`src/rtl/prio_irq_pkg.sv`:
```
package prio_irq_pkg;

  localparam int unsigned LINES = 8;
  localparam int unsigned IDX_W = $clog2(LINES);

  typedef enum logic [2:0] {
    OP_NONE         = 3'd0,
    OP_EOI_TOP      = 3'd1,
    OP_EOI_TOP_ROT  = 3'd2,
    OP_EOI_NAMED    = 3'd3,
    OP_EOI_NAMED_ROT= 3'd4,
    OP_SET_BASE     = 3'd5
  } cmd_op_e;

endpackage

```
`src/rtl/prio_scan.sv`:
```
// Rotating priority scanner: rank of the best set bit, N when empty.
module prio_scan #(
  parameter int unsigned N = 8,
  localparam int unsigned IW = $clog2(N)
) (
  input  logic [N-1:0]  vec,
  input  logic [IW-1:0] base,
  output logic [IW:0]   rank
);

  logic [N-1:0] rot;

  genvar g;
  generate
    for (g = 0; g < N; g++) begin : g_rot
      assign rot[g] = vec[IW'(g) + base];
    end
  endgenerate

  always_comb begin
    rank = (IW+1)'(N);
    for (int k = N - 1; k >= 0; k--) begin
      if (rot[k]) begin
        rank = (IW+1)'(k);
      end
    end
  end

endmodule

```
`src/rtl/req_capture.sv`:
```
// Request latch: edge or level capture per line, cleared on acknowledge.
module req_capture #(
  parameter int unsigned N = 8,
  localparam int unsigned IW = $clog2(N)
) (
  input  logic          clk,
  input  logic          rst_n,
  input  logic [N-1:0]  req_in,
  input  logic [N-1:0]  lvl_mode,
  input  logic          ack_valid,
  input  logic [IW-1:0] ack_idx,
  output logic [N-1:0]  irr_q
);

  logic [N-1:0] last_q;
  logic [N-1:0] last_nxt;
  logic [N-1:0] irr_nxt;
  logic [N-1:0] rise;
  logic [N-1:0] ack_hit;

  always_comb begin
    rise     = req_in & ~last_q;
    ack_hit  = ack_valid ? (N'(1) << ack_idx) : '0;
    last_nxt = req_in;
    for (int i = 0; i < N; i++) begin
      if (lvl_mode[i]) begin
        irr_nxt[i] = req_in[i];
      end else begin
        irr_nxt[i] = (irr_q[i] & ~ack_hit[i]) | rise[i];
      end
    end
  end

  always_ff @(posedge clk or negedge rst_n) begin
    if (!rst_n) begin
      last_q <= '0;
      irr_q  <= '0;
    end else begin
      last_q <= last_nxt;
      irr_q  <= irr_nxt;
    end
  end

  AST_LEVEL_TRACKS_INPUT: assert property (@(posedge clk) disable iff (!rst_n)
    1'b1 |=> (((irr_q ^ $past(req_in)) & $past(lvl_mode)) == '0));

  AST_ACK_CLEARS_EDGE: assert property (@(posedge clk) disable iff (!rst_n)
    (ack_valid && !lvl_mode[ack_idx] && !req_in[ack_idx])
      |=> ((irr_q & (N'(1) << $past(ack_idx))) == '0));

  AST_HELD_LINE_NO_RESET: assert property (@(posedge clk) disable iff (!rst_n)
    (!irr_q[0] && !lvl_mode[0] && $past(req_in[0]) && req_in[0] && !ack_valid)
      |=> !irr_q[0]);

endmodule

```
`src/rtl/svc_tracker.sv`:
```
// In-service vector and rotating base, driven by acknowledges and commands.
module svc_tracker
  import prio_irq_pkg::*;
#(
  parameter int unsigned N = 8,
  localparam int unsigned IW = $clog2(N)
) (
  input  logic          clk,
  input  logic          rst_n,
  input  logic          ack_valid,
  input  logic [IW-1:0] ack_idx,
  input  logic          auto_eoi,
  input  logic          rot_aeoi,
  input  logic          cmd_valid,
  input  logic [2:0]    cmd_op,
  input  logic [IW-1:0] cmd_idx,
  output logic [N-1:0]  isr_q,
  output logic [IW-1:0] base_q
);

  logic [N-1:0]  isr_nxt;
  logic [IW-1:0] base_nxt;
  logic [IW:0]   top_rank;
  logic          top_any;
  logic [IW-1:0] top_idx;
  cmd_op_e       op;

  prio_scan #(.N(N)) u_top_scan (
    .vec  (isr_q),
    .base (base_q),
    .rank (top_rank)
  );

  always_comb begin
    top_any  = !top_rank[IW];
    top_idx  = top_rank[IW-1:0] + base_q;
    op       = cmd_op_e'(cmd_op);
    isr_nxt  = isr_q;
    base_nxt = base_q;

    if (ack_valid) begin
      if (!auto_eoi) begin
        isr_nxt[ack_idx] = 1'b1;
      end else if (rot_aeoi) begin
        base_nxt = ack_idx + IW'(1);
      end
    end

    if (cmd_valid) begin
      case (op)
        OP_EOI_TOP: begin
          if (top_any) isr_nxt[top_idx] = 1'b0;
        end
        OP_EOI_TOP_ROT: begin
          if (top_any) begin
            isr_nxt[top_idx] = 1'b0;
            base_nxt         = top_idx + IW'(1);
          end
        end
        OP_EOI_NAMED: begin
          isr_nxt[cmd_idx] = 1'b0;
        end
        OP_EOI_NAMED_ROT: begin
          isr_nxt[cmd_idx] = 1'b0;
          base_nxt         = cmd_idx + IW'(1);
        end
        OP_SET_BASE: begin
          base_nxt = cmd_idx + IW'(1);
        end
        default: ;
      endcase
    end
  end

  always_ff @(posedge clk or negedge rst_n) begin
    if (!rst_n) begin
      isr_q  <= '0;
      base_q <= '0;
    end else begin
      isr_q  <= isr_nxt;
      base_q <= base_nxt;
    end
  end

  AST_TOP_EOI_DROPS_ONE: assert property (@(posedge clk) disable iff (!rst_n)
    (cmd_valid && (cmd_op == 3'd1) && !ack_valid && (isr_q != '0))
      |=> ($countones(isr_q) == $countones($past(isr_q)) - 1));

  AST_AEOI_ROTATES: assert property (@(posedge clk) disable iff (!rst_n)
    (ack_valid && auto_eoi && rot_aeoi && !cmd_valid)
      |=> (base_q == $past(ack_idx) + IW'(1)));

  AST_AEOI_KEEPS_SVC: assert property (@(posedge clk) disable iff (!rst_n)
    (ack_valid && auto_eoi && !cmd_valid) |=> $stable(isr_q));

  AST_SET_BASE_KEEPS_SVC: assert property (@(posedge clk) disable iff (!rst_n)
    (cmd_valid && (cmd_op == 3'd5) && !ack_valid) |=> $stable(isr_q));

endmodule

```
`src/rtl/prio_irq_resolver.sv`:
```
// Top: mask and trigger vectors, arbitration against in-service, output register.
module prio_irq_resolver #(
  parameter int unsigned N = 8,
  localparam int unsigned IW = $clog2(N),
  localparam int unsigned CASCADE_LINE = 2
) (
  input  logic          clk,
  input  logic          rst_n,
  input  logic [N-1:0]  req_in,
  input  logic          trig_we,
  input  logic [N-1:0]  trig_wdata,
  input  logic          mask_we,
  input  logic [N-1:0]  mask_wdata,
  input  logic          ack_valid,
  input  logic [IW-1:0] ack_idx,
  input  logic          cmd_valid,
  input  logic [2:0]    cmd_op,
  input  logic [IW-1:0] cmd_idx,
  input  logic          cfg_auto_eoi,
  input  logic          cfg_rot_aeoi,
  input  logic          cfg_special_mask,
  input  logic          cfg_nested,
  input  logic          cfg_master,
  output logic          irq_out,
  output logic [IW-1:0] irq_idx,
  output logic [N-1:0]  req_pend,
  output logic [N-1:0]  in_svc,
  output logic [N-1:0]  mask_q,
  output logic [N-1:0]  trig_mode,
  output logic [IW-1:0] prio_base
);

  logic [N-1:0]  imr_q, imr_nxt;
  logic [N-1:0]  lvl_q, lvl_nxt;
  logic [N-1:0]  irr_w;
  logic [N-1:0]  isr_w;
  logic [IW-1:0] base_w;
  logic [N-1:0]  pend_vec;
  logic [N-1:0]  cur_vec;
  logic [IW:0]   pend_rank;
  logic [IW:0]   cur_rank;
  logic          fire;
  logic [IW-1:0] win_idx;
  logic          irq_q;
  logic [IW-1:0] idx_q, idx_nxt;

  req_capture #(.N(N)) u_req (
    .clk       (clk),
    .rst_n     (rst_n),
    .req_in    (req_in),
    .lvl_mode  (lvl_q),
    .ack_valid (ack_valid),
    .ack_idx   (ack_idx),
    .irr_q     (irr_w)
  );

  svc_tracker #(.N(N)) u_svc (
    .clk       (clk),
    .rst_n     (rst_n),
    .ack_valid (ack_valid),
    .ack_idx   (ack_idx),
    .auto_eoi  (cfg_auto_eoi),
    .rot_aeoi  (cfg_rot_aeoi),
    .cmd_valid (cmd_valid),
    .cmd_op    (cmd_op),
    .cmd_idx   (cmd_idx),
    .isr_q     (isr_w),
    .base_q    (base_w)
  );

  always_comb begin
    pend_vec = irr_w & ~imr_q;
    cur_vec  = isr_w;
    if (cfg_special_mask) begin
      cur_vec = cur_vec & ~imr_q;
    end
    if (cfg_nested && cfg_master) begin
      cur_vec[CASCADE_LINE] = 1'b0;
    end
  end

  prio_scan #(.N(N)) u_pend_scan (
    .vec  (pend_vec),
    .base (base_w),
    .rank (pend_rank)
  );

  prio_scan #(.N(N)) u_cur_scan (
    .vec  (cur_vec),
    .base (base_w),
    .rank (cur_rank)
  );

  always_comb begin
    fire    = !pend_rank[IW] && (pend_rank < cur_rank);
    win_idx = pend_rank[IW-1:0] + base_w;
    idx_nxt = fire ? win_idx : idx_q;
    imr_nxt = mask_we ? mask_wdata : imr_q;
    lvl_nxt = trig_we ? trig_wdata : lvl_q;
  end

  always_ff @(posedge clk or negedge rst_n) begin
    if (!rst_n) begin
      imr_q <= '0;
      lvl_q <= '0;
      irq_q <= 1'b0;
      idx_q <= '0;
    end else begin
      imr_q <= imr_nxt;
      lvl_q <= lvl_nxt;
      irq_q <= fire;
      idx_q <= idx_nxt;
    end
  end

  assign irq_out   = irq_q;
  assign irq_idx   = idx_q;
  assign req_pend  = irr_w;
  assign in_svc    = isr_w;
  assign mask_q    = imr_q;
  assign trig_mode = lvl_q;
  assign prio_base = base_w;

  AST_IRQ_NEEDS_PENDING: assert property (@(posedge clk) disable iff (!rst_n)
    irq_q |-> ($past(irr_w & ~imr_q) != '0));

  AST_WINNER_UNMASKED: assert property (@(posedge clk) disable iff (!rst_n)
    irq_q |-> (($past(imr_q) & (N'(1) << idx_q)) == '0));

  AST_WINNER_NOT_IN_SVC: assert property (@(posedge clk) disable iff (!rst_n)
    (irq_q && !$past(cfg_nested && cfg_master))
      |-> (($past(isr_w) & (N'(1) << idx_q)) == '0));

  AST_IDX_HOLDS_IDLE: assert property (@(posedge clk) disable iff (!rst_n)
    !irq_q |-> (idx_q == $past(idx_q)));

endmodule

```
`config.mk`:
```
export PLATFORM = sky130hd
export DESIGN_NAME = prio_irq_resolver
export DESIGN_NICKNAME = d
export VERILOG_FILES = /design/src/rtl/prio_irq_pkg.sv /design/src/rtl/prio_scan.sv /design/src/rtl/req_capture.sv /design/src/rtl/svc_tracker.sv /design/src/rtl/prio_irq_resolver.sv
export SDC_FILE = /design/constraint.sdc
export NUM_CORES = 1
export LEC_CHECK = 0
export BUFFER_PORTS_ARGS = -buffer_cell sky130_fd_sc_hd__buf_2
export CAP_MARGIN = 20
export CORE_UTILIZATION = 40
export DETAILED_ROUTE_END_ITERATION = 6
export PLACE_DENSITY_LB_ADDON = 0.05
export SLEW_MARGIN = 20
export SYNTH_ARGS = -nofsm -noshare
export SYNTH_HDL_FRONTEND = slang
export SYNTH_HIERARCHICAL = 1
export SYNTH_SLANG_ARGS = --single-unit
export TNS_END_PERCENT = 1
```
`constraint.sdc`:
```
create_clock -name clk -period 3.7 [get_ports clk]
set_input_delay 0.555 -clock clk [delete_from_list [all_inputs] [get_ports clk]]
set_output_delay 0.555 -clock clk [all_outputs]
set_load 0.005 [all_outputs]
```
==> results.toml, run 1 <==
[critical_path]
worst-path-buf-inv = 2
path_class = "flop to flop"
worst_ep_required_time_ns = 3.87
cp-start-kind = "flop"
cp_cell_sequence = "inv_1 -> ha_4 -> mux2_2 -> mux4_2 -> nor2_4 -> a21oi_1 -> o22ai_1 -> inv_1 -> fa_1 -> xnor3_2 -> nand3_1 -> a221oi_2 -> nor2_1"
cp_slowest_cell = "mux4_2"
cp_common_cell = "inv_1"
critical_path.max_fanout = 12
crit_arrival_ns = 3.74
critPathTopFamily = "multiplexers"
critPathMaxStageDelay_ns = 0.50
cp-end-kind = "flop"

[yosys]
yosys_register_bits = 47
yosysSeqAreaShare = 0.253
async_reset_ff_frac = 1.00
yosys_warnings = 6
synth_nets = 479
yosysTopAreaCell = "dfrtp_1"
ys_types = 55
synth-edff-count = 0
post-synth-top-count-cell = "mux2_2"
yosys_most_used_dff = "dfrtp_1"
synth_top_area_frac = 0.253
synthTopCellsByArea = "dfrtp_1 25%, mux2_2 13%, mux4_1 10%"
synth_common_cells = "53 x mux2_2, 47 x dfrtp_1, 32 x mux2i_1"
synth_cells = 419
synth_area_um2 = 4650
avgSynthCellArea_um2 = 11.1

[floorplanning]
die-area_um2 = 12100
die_w_um = 110
boundaryPins = 83
start_util = 0.409
std_cell_rows = 39
coreArea_um2 = 11400
die_h_um = 110

[clock_tree]
clock_path_buffers = 2
cts_hold_buf = 0
cts.clk_slew.worst_paths_ns = 0.07
cts_root_buf = "clkbuf_16"
cts_tree = "built"
cts_inserted_buffers = 5
clk_latency_ns = 0.29
cts_sinks = 47
cts_max_level = 2

[routing]
num_vias = 3712
wl_mm = 12.3
route.detailed.drc = 0
drtPass1Iterations = 6
via_per_inst = 5.69
avgRoutedWirePerCell_um = 18.9
ant_nets = 0
drt_iter0_markers = 209

[timing]
tightest_slew_ns = 0.680
maxSlewHeadroom = 0.542
fin_crit_sh = 0.963
fmax_mhz = 281
setup_viol = 0
min_period_ns = 3.56
final-max-slew-violation-count = 0
clock_skew_ns = 0.00662
hold_viol = 0
rsz0062_at_grt = "yes"

[global_routing]
antenna_found_initial = 0
first_global_vias = 3615
grtUsageTotal = 0.212
grt_overflow_total = 0
grt_max_degree = 31
grt_pass1_wl_mm = 19.3

[power]
p_leak_nw = 2.48
powerDensity_nw_per_um2 = 990
vdd_drop_max_mv = 0.722
fin_total_pwr_mw = 5.37

[cells_and_area]
area_delta_synth_final_pct = 16.8
post-route-util = 0.477
layout-drive-gt1-share = 0.401
nets = 568
antenna_cells = 0
nFillCells = 1120

[hold_path]
hold_class = "input pin to async pin"

[placement]
io_buffers = 82
gp_congestion = 0.850
dp_hpwl_mm = 9.44

[status]
status = "finished clean"

[flow_run]
drv_cap = 0
## layout make-up
class,instances,area (um2),area share
clock buffer,5,125,0.0231
clock inverter,3,22.5,0.00415
inverter,29,109,0.0201
multi-input combinational,327,3280,0.605
sequential,47,1180,0.217
tap,143,179,0.0330
timing repair buffer,98,531,0.0977
## placed cells by master (no fill, tap or decap), drive strengths merged, types with 11 or more instances in the layout
cell / instances
a32o: 11
buf: 98
dfrtp: 47
ha: 14
inv: 30
mux2: 65
mux2i: 32
mux4: 24
nand2: 19
nand3: 12
nor2: 29
nor2b: 17
## metal layers
layer	GRT usage	part of all wire	up-vias
met5	0	0	-
met4	0.0457	0.0080	0
met3	0.0261	0.027	6
met2	0.354	0.50	76
met1	0.293	0.46	1846
li1	-	-	1784
## worst register-to-register path, delay by kind of cell (launching register included)
kind / cells / cell delay, ns
mux: 2 / 0.88
fa+ha+maj: 2 / 0.78
compound gates: 3 / 0.54
flops: 1 / 0.41
simple gates: 3 / 0.38
xor+xnor: 1 / 0.30
buf+inv: 2 / 0.16
## stage by stage
stage               instances  hold slack (ns)  setup TNS, ns  setup slack [ns]  area, um2
finish                    652            0.217              0             0.138       5430
global route              652            0.252         -0.198            -0.123       5430
CTS                       652            0.230              0            0.0684       5370
detailed placement        644            0.496              0            0.0930       5220
global placement          644            0.494              0             0.143       5220
floorplan                 419            0.259              0           0.00942       4670
## final timing paths
path / start / end / slack [ns] / depth (start not counted)
worst max-delay path: u_svc/base_q[1] / u_svc/isr_q[7] / 0.14 / 13
worst min-delay path: rst_n / u_req/last_q[6] / 0.22 / 1
worst max register to register: u_svc/base_q[1] / u_svc/isr_q[7] / 0.14 / 13
worst min register to register: irq_idx[2] / irq_idx[2] / 0.50 / 1
max in group asynchronous: rst_n / u_svc/base_q[0] / 2.73 / 2
min in group clk: req_in[2] / u_req/last_q[2] / 0.38 / 1
## where the power goes
| part | switching (mW) | internal [mW] | total, mW |
|---|---|---|---|
| sequential | 0.130 | 0.621 | 0.751 |
| clock | 0.207 | 0.253 | 0.460 |
| combinational | 2.08 | 2.08 | 4.16 |
| total | 2.42 | 2.95 | 5.37 |
## logic make-up (layout without fill, tap and decap cells)
kind of cell    Yosys count  after routing  share of synthesized area
buf+inv                  45            135                     0.0581
flops                    47             47                      0.253
mux                     121            121                      0.361
fa+ha+maj                16             16                     0.0463
simple gates            113            113                      0.140
xor+xnor                 14             14                     0.0331
compound gates           63             63                      0.108
## flip-flops by register name (all words and copies together) (netlist names)
name,cells
u_svc/isr_q,8
irq_out,1
irq_idx,3
trig_mode,8
u_svc/base_q,3
u_req/last_q,8
mask_q,8
u_req/irr_q,8
## repair_timing
| item | 4_1_cts | 5_1_grt |
|---|---|---|
| resized for setup | 0 | 10 |
| buffers inserted | 0 | 0 |
| setup endpoints to repair | 0 | 11 |
No activity file was read; power rests on OpenSTA's default activity.
==> inputs of run 2 (changes only) <==
--- a/config.mk
+++ b/config.mk
@@ -7,6 +7,8 @@
 export LEC_CHECK = 0
 export BUFFER_PORTS_ARGS = -buffer_cell sky130_fd_sc_hd__buf_2
 export CAP_MARGIN = 20
+export CELL_PAD_IN_SITES_DETAIL_PLACEMENT = 0
+export CELL_PAD_IN_SITES_GLOBAL_PLACEMENT = 1
 export CORE_UTILIZATION = 40
 export DETAILED_ROUTE_END_ITERATION = 6
 export PLACE_DENSITY_LB_ADDON = 0.05
==> constraint.sdc (replaced) <==
create_clock -name clk -period 4.3 [get_ports clk]
set_input_delay 0.645 -clock clk [delete_from_list [all_inputs] [get_ports clk]]
set_output_delay 0.645 -clock clk [all_outputs]
set_load 0.005 [all_outputs]
==> results.toml, run 2 (synthesis gave the netlist of run 1 again) <==
[floorplanning]
std_cell_rows = 39
die_w_um = 110
die_h_um = 110
coreArea_um2 = 11400
die-area_um2 = 12100
start_util = 0.409
boundaryPins = 83

[timing]
fin_crit_sh = 0.932
timing.setup.tns_ns = 0
clock_skew_ns = 0.00534
setup_viol = 0
fin_ws_ns = 0.293
fin_hold_ws_ns = 0.362
maxSlewHeadroom = 0.532
fmax_mhz = 250
rsz0062_at_grt = "no"
hold_viol = 0
min_period_ns = 4.01
final-max-slew-violation-count = 0
tightest_slew_ns = 0.702

[routing]
route.detailed.drc = 0
wl_mm = 11.7
routed-wl-met2_mm = 5.83
avgRoutedWirePerCell_um = 18.2
m1WireLength_mm = 5.34
routed-wl-met3_um = 333
drtPass1Iterations = 4
routed.top_layer = "met4"
num_vias = 3667
via_per_inst = 5.70
drt_iter0_markers = 157
ant_nets = 0

[clock_tree]
cts_tree = "built"
cts_inserted_buffers = 5
cts_hold_buf = 0
clk_latency_ns = 0.29
cts_resized = 0
cts_max_level = 2
cts_root_buf = "clkbuf_16"
postCtsSetupRepairBufs = 0
cts.clk_slew.worst_paths_ns = 0.07
cts_sinks = 47
clock_path_buffers = 2

[power]
combPwrFrac = 0.753
p_leak_nw = 2.42
internal-power_mw = 2.39
powerDensity_nw_per_um2 = 821
p_sw_mw = 1.95
power_frac_seq = 0.156
vdd_drop_max_mv = 0.925
switching_share = 0.449
pwr-share-clk = 0.091

[cells_and_area]
layout_common_cells = "81 x buf_2, 53 x mux2_2, 46 x dfrtp_1, 32 x mux2i_1, 29 x inv_1"
layout_commonest_cell = "buf_2"
nFillCells = 1075
antenna_cells = 0
final_cell_count_no_fill = 643
area_delta_synth_final_pct = 13.6
nets = 559
layout-drive-gt1-share = 0.360

[critical_path]
critPathMaxStageDelay_ns = 0.56
reg2reg_depth = 14
worst-path-buf-inv = 4
crit_arrival_ns = 4.17
critical_path.max_fanout = 14
critPathTopFamily = "adder cells"
timing.rr.start = "u_svc/base_q[0]"
cp_common_cell = "inv_1"
cp_slowest_cell = "dfrtp_2"
r2r-end = "u_svc/isr_q[6]"
cp-start-kind = "flop"
worst_ep_required_time_ns = 4.46
cp-end-kind = "flop"
path_class = "flop to flop"
r2r_slack_ns = 0.29
cp_cell_sequence = "inv_1 -> ha_1 -> buf_4 -> mux2_2 -> mux4_2 -> a22oi_1 -> a31oi_1 -> ha_1 -> inv_1 -> fa_1 -> inv_1 -> nand3_1 -> a221oi_1 -> nor2_1"

[placement]
dp_hpwl_mm = 8.96
pre_cts_ws_ns = 0.362
gp_congestion = 0.865
io_buffers = 82
place_inst = 635

[global_routing]
grtUsageTotal = 0.203
grt_max_degree = 48
antenna_found_initial = 0
grt_overflow_total = 0
first_global_vias = 3625
grt_pass1_wl_mm = 18.7

[flow_run]
drv_cap = 0

[hold_path]
hold_class = "input pin to async pin"

[status]
status = "finished clean"
## run 2: cell count changes in the layout (fill, tap and decap cells not counted), moves of 2 or more
| cell | change |
|---|---|
| ha_1 | +2 |
| buf_4 | -8 |
| a221oi_2 | -6 |
| mux4_1 | +2 |
| a221oi_1 | +6 |
| mux4_2 | -2 |
## run 2: worst max path at each step
stage,to,slack (ns),cells after the start,from
after floorplan,u_svc/base_q[1],0.32,14,u_svc/base_q[1]
after global placement,u_svc/isr_q[6],0.36,14,u_svc/base_q[1]
after detailed placement,u_svc/isr_q[6],0.36,14,u_svc/base_q[1]
after CTS,u_svc/isr_q[6],0.33,14,u_svc/base_q[1]
after global routing,u_svc/isr_q[6],0.02,14,u_svc/base_q[0]
final,u_svc/isr_q[6],0.29,14,u_svc/base_q[0]
## run 2: routing by layer
layer / vias up / track usage
met5: - / 0
met4: 0 / 0.0543
met3: 19 / 0.0196
met2: 81 / 0.352
met1: 1801 / 0.268
li1: 1766 / -
## run 2: through the flow
step / utilization / area, um2 / power (mW)
5_1_grt: 0.464 / 5280 / 4.72
3_3_place_gp: 0.451 / 5130 / 3.94
4_1_cts: 0.464 / 5280 / 4.37
3_5_place_dp: 0.451 / 5130 / 3.95
6_report: 0.464 / 5280 / 4.33
2_1_floorplan: - / 4650 / 3.41
## run 2: layout make-up
| cell class | instances | area [um2] | share of cell area |
|---|---|---|---|
| Multi-Input combinational cell | 327 | 3200 | 0.606 |
| Sequential cell | 47 | 1180 | 0.223 |
| Timing Repair Buffer | 89 | 465 | 0.0882 |
| Tap cell | 143 | 179 | 0.0339 |
| Clock buffer | 5 | 125 | 0.0237 |
| Inverter | 29 | 109 | 0.0206 |
| Clock inverter | 3 | 22.5 | 0.00427 |
## run 2: worst reg2reg max path, stage by stage, from the launching register on
cell and delay (ns):
dfrtp_2 0.56, inv_1 0.09, ha_1 0.39, buf_4 0.21, mux2_2 0.34, mux4_2 0.52, a22oi_1 0.19, a31oi_1 0.11
ha_1 0.19, inv_1 0.06, fa_1 0.47, inv_1 0.17, nand3_1 0.09, a221oi_1 0.39, nor2_1 0.09
## run 2: power by group through the flow
stage,Sequential (mW),Clock [mW],Combinational [mW]
detailed placement,0.688,0,3.26
finish,0.675,0.394,3.26
CTS,0.680,0.403,3.28
global placement,0.683,0,3.25
global route,0.696,0.417,3.60
floorplan,0.648,0,2.77
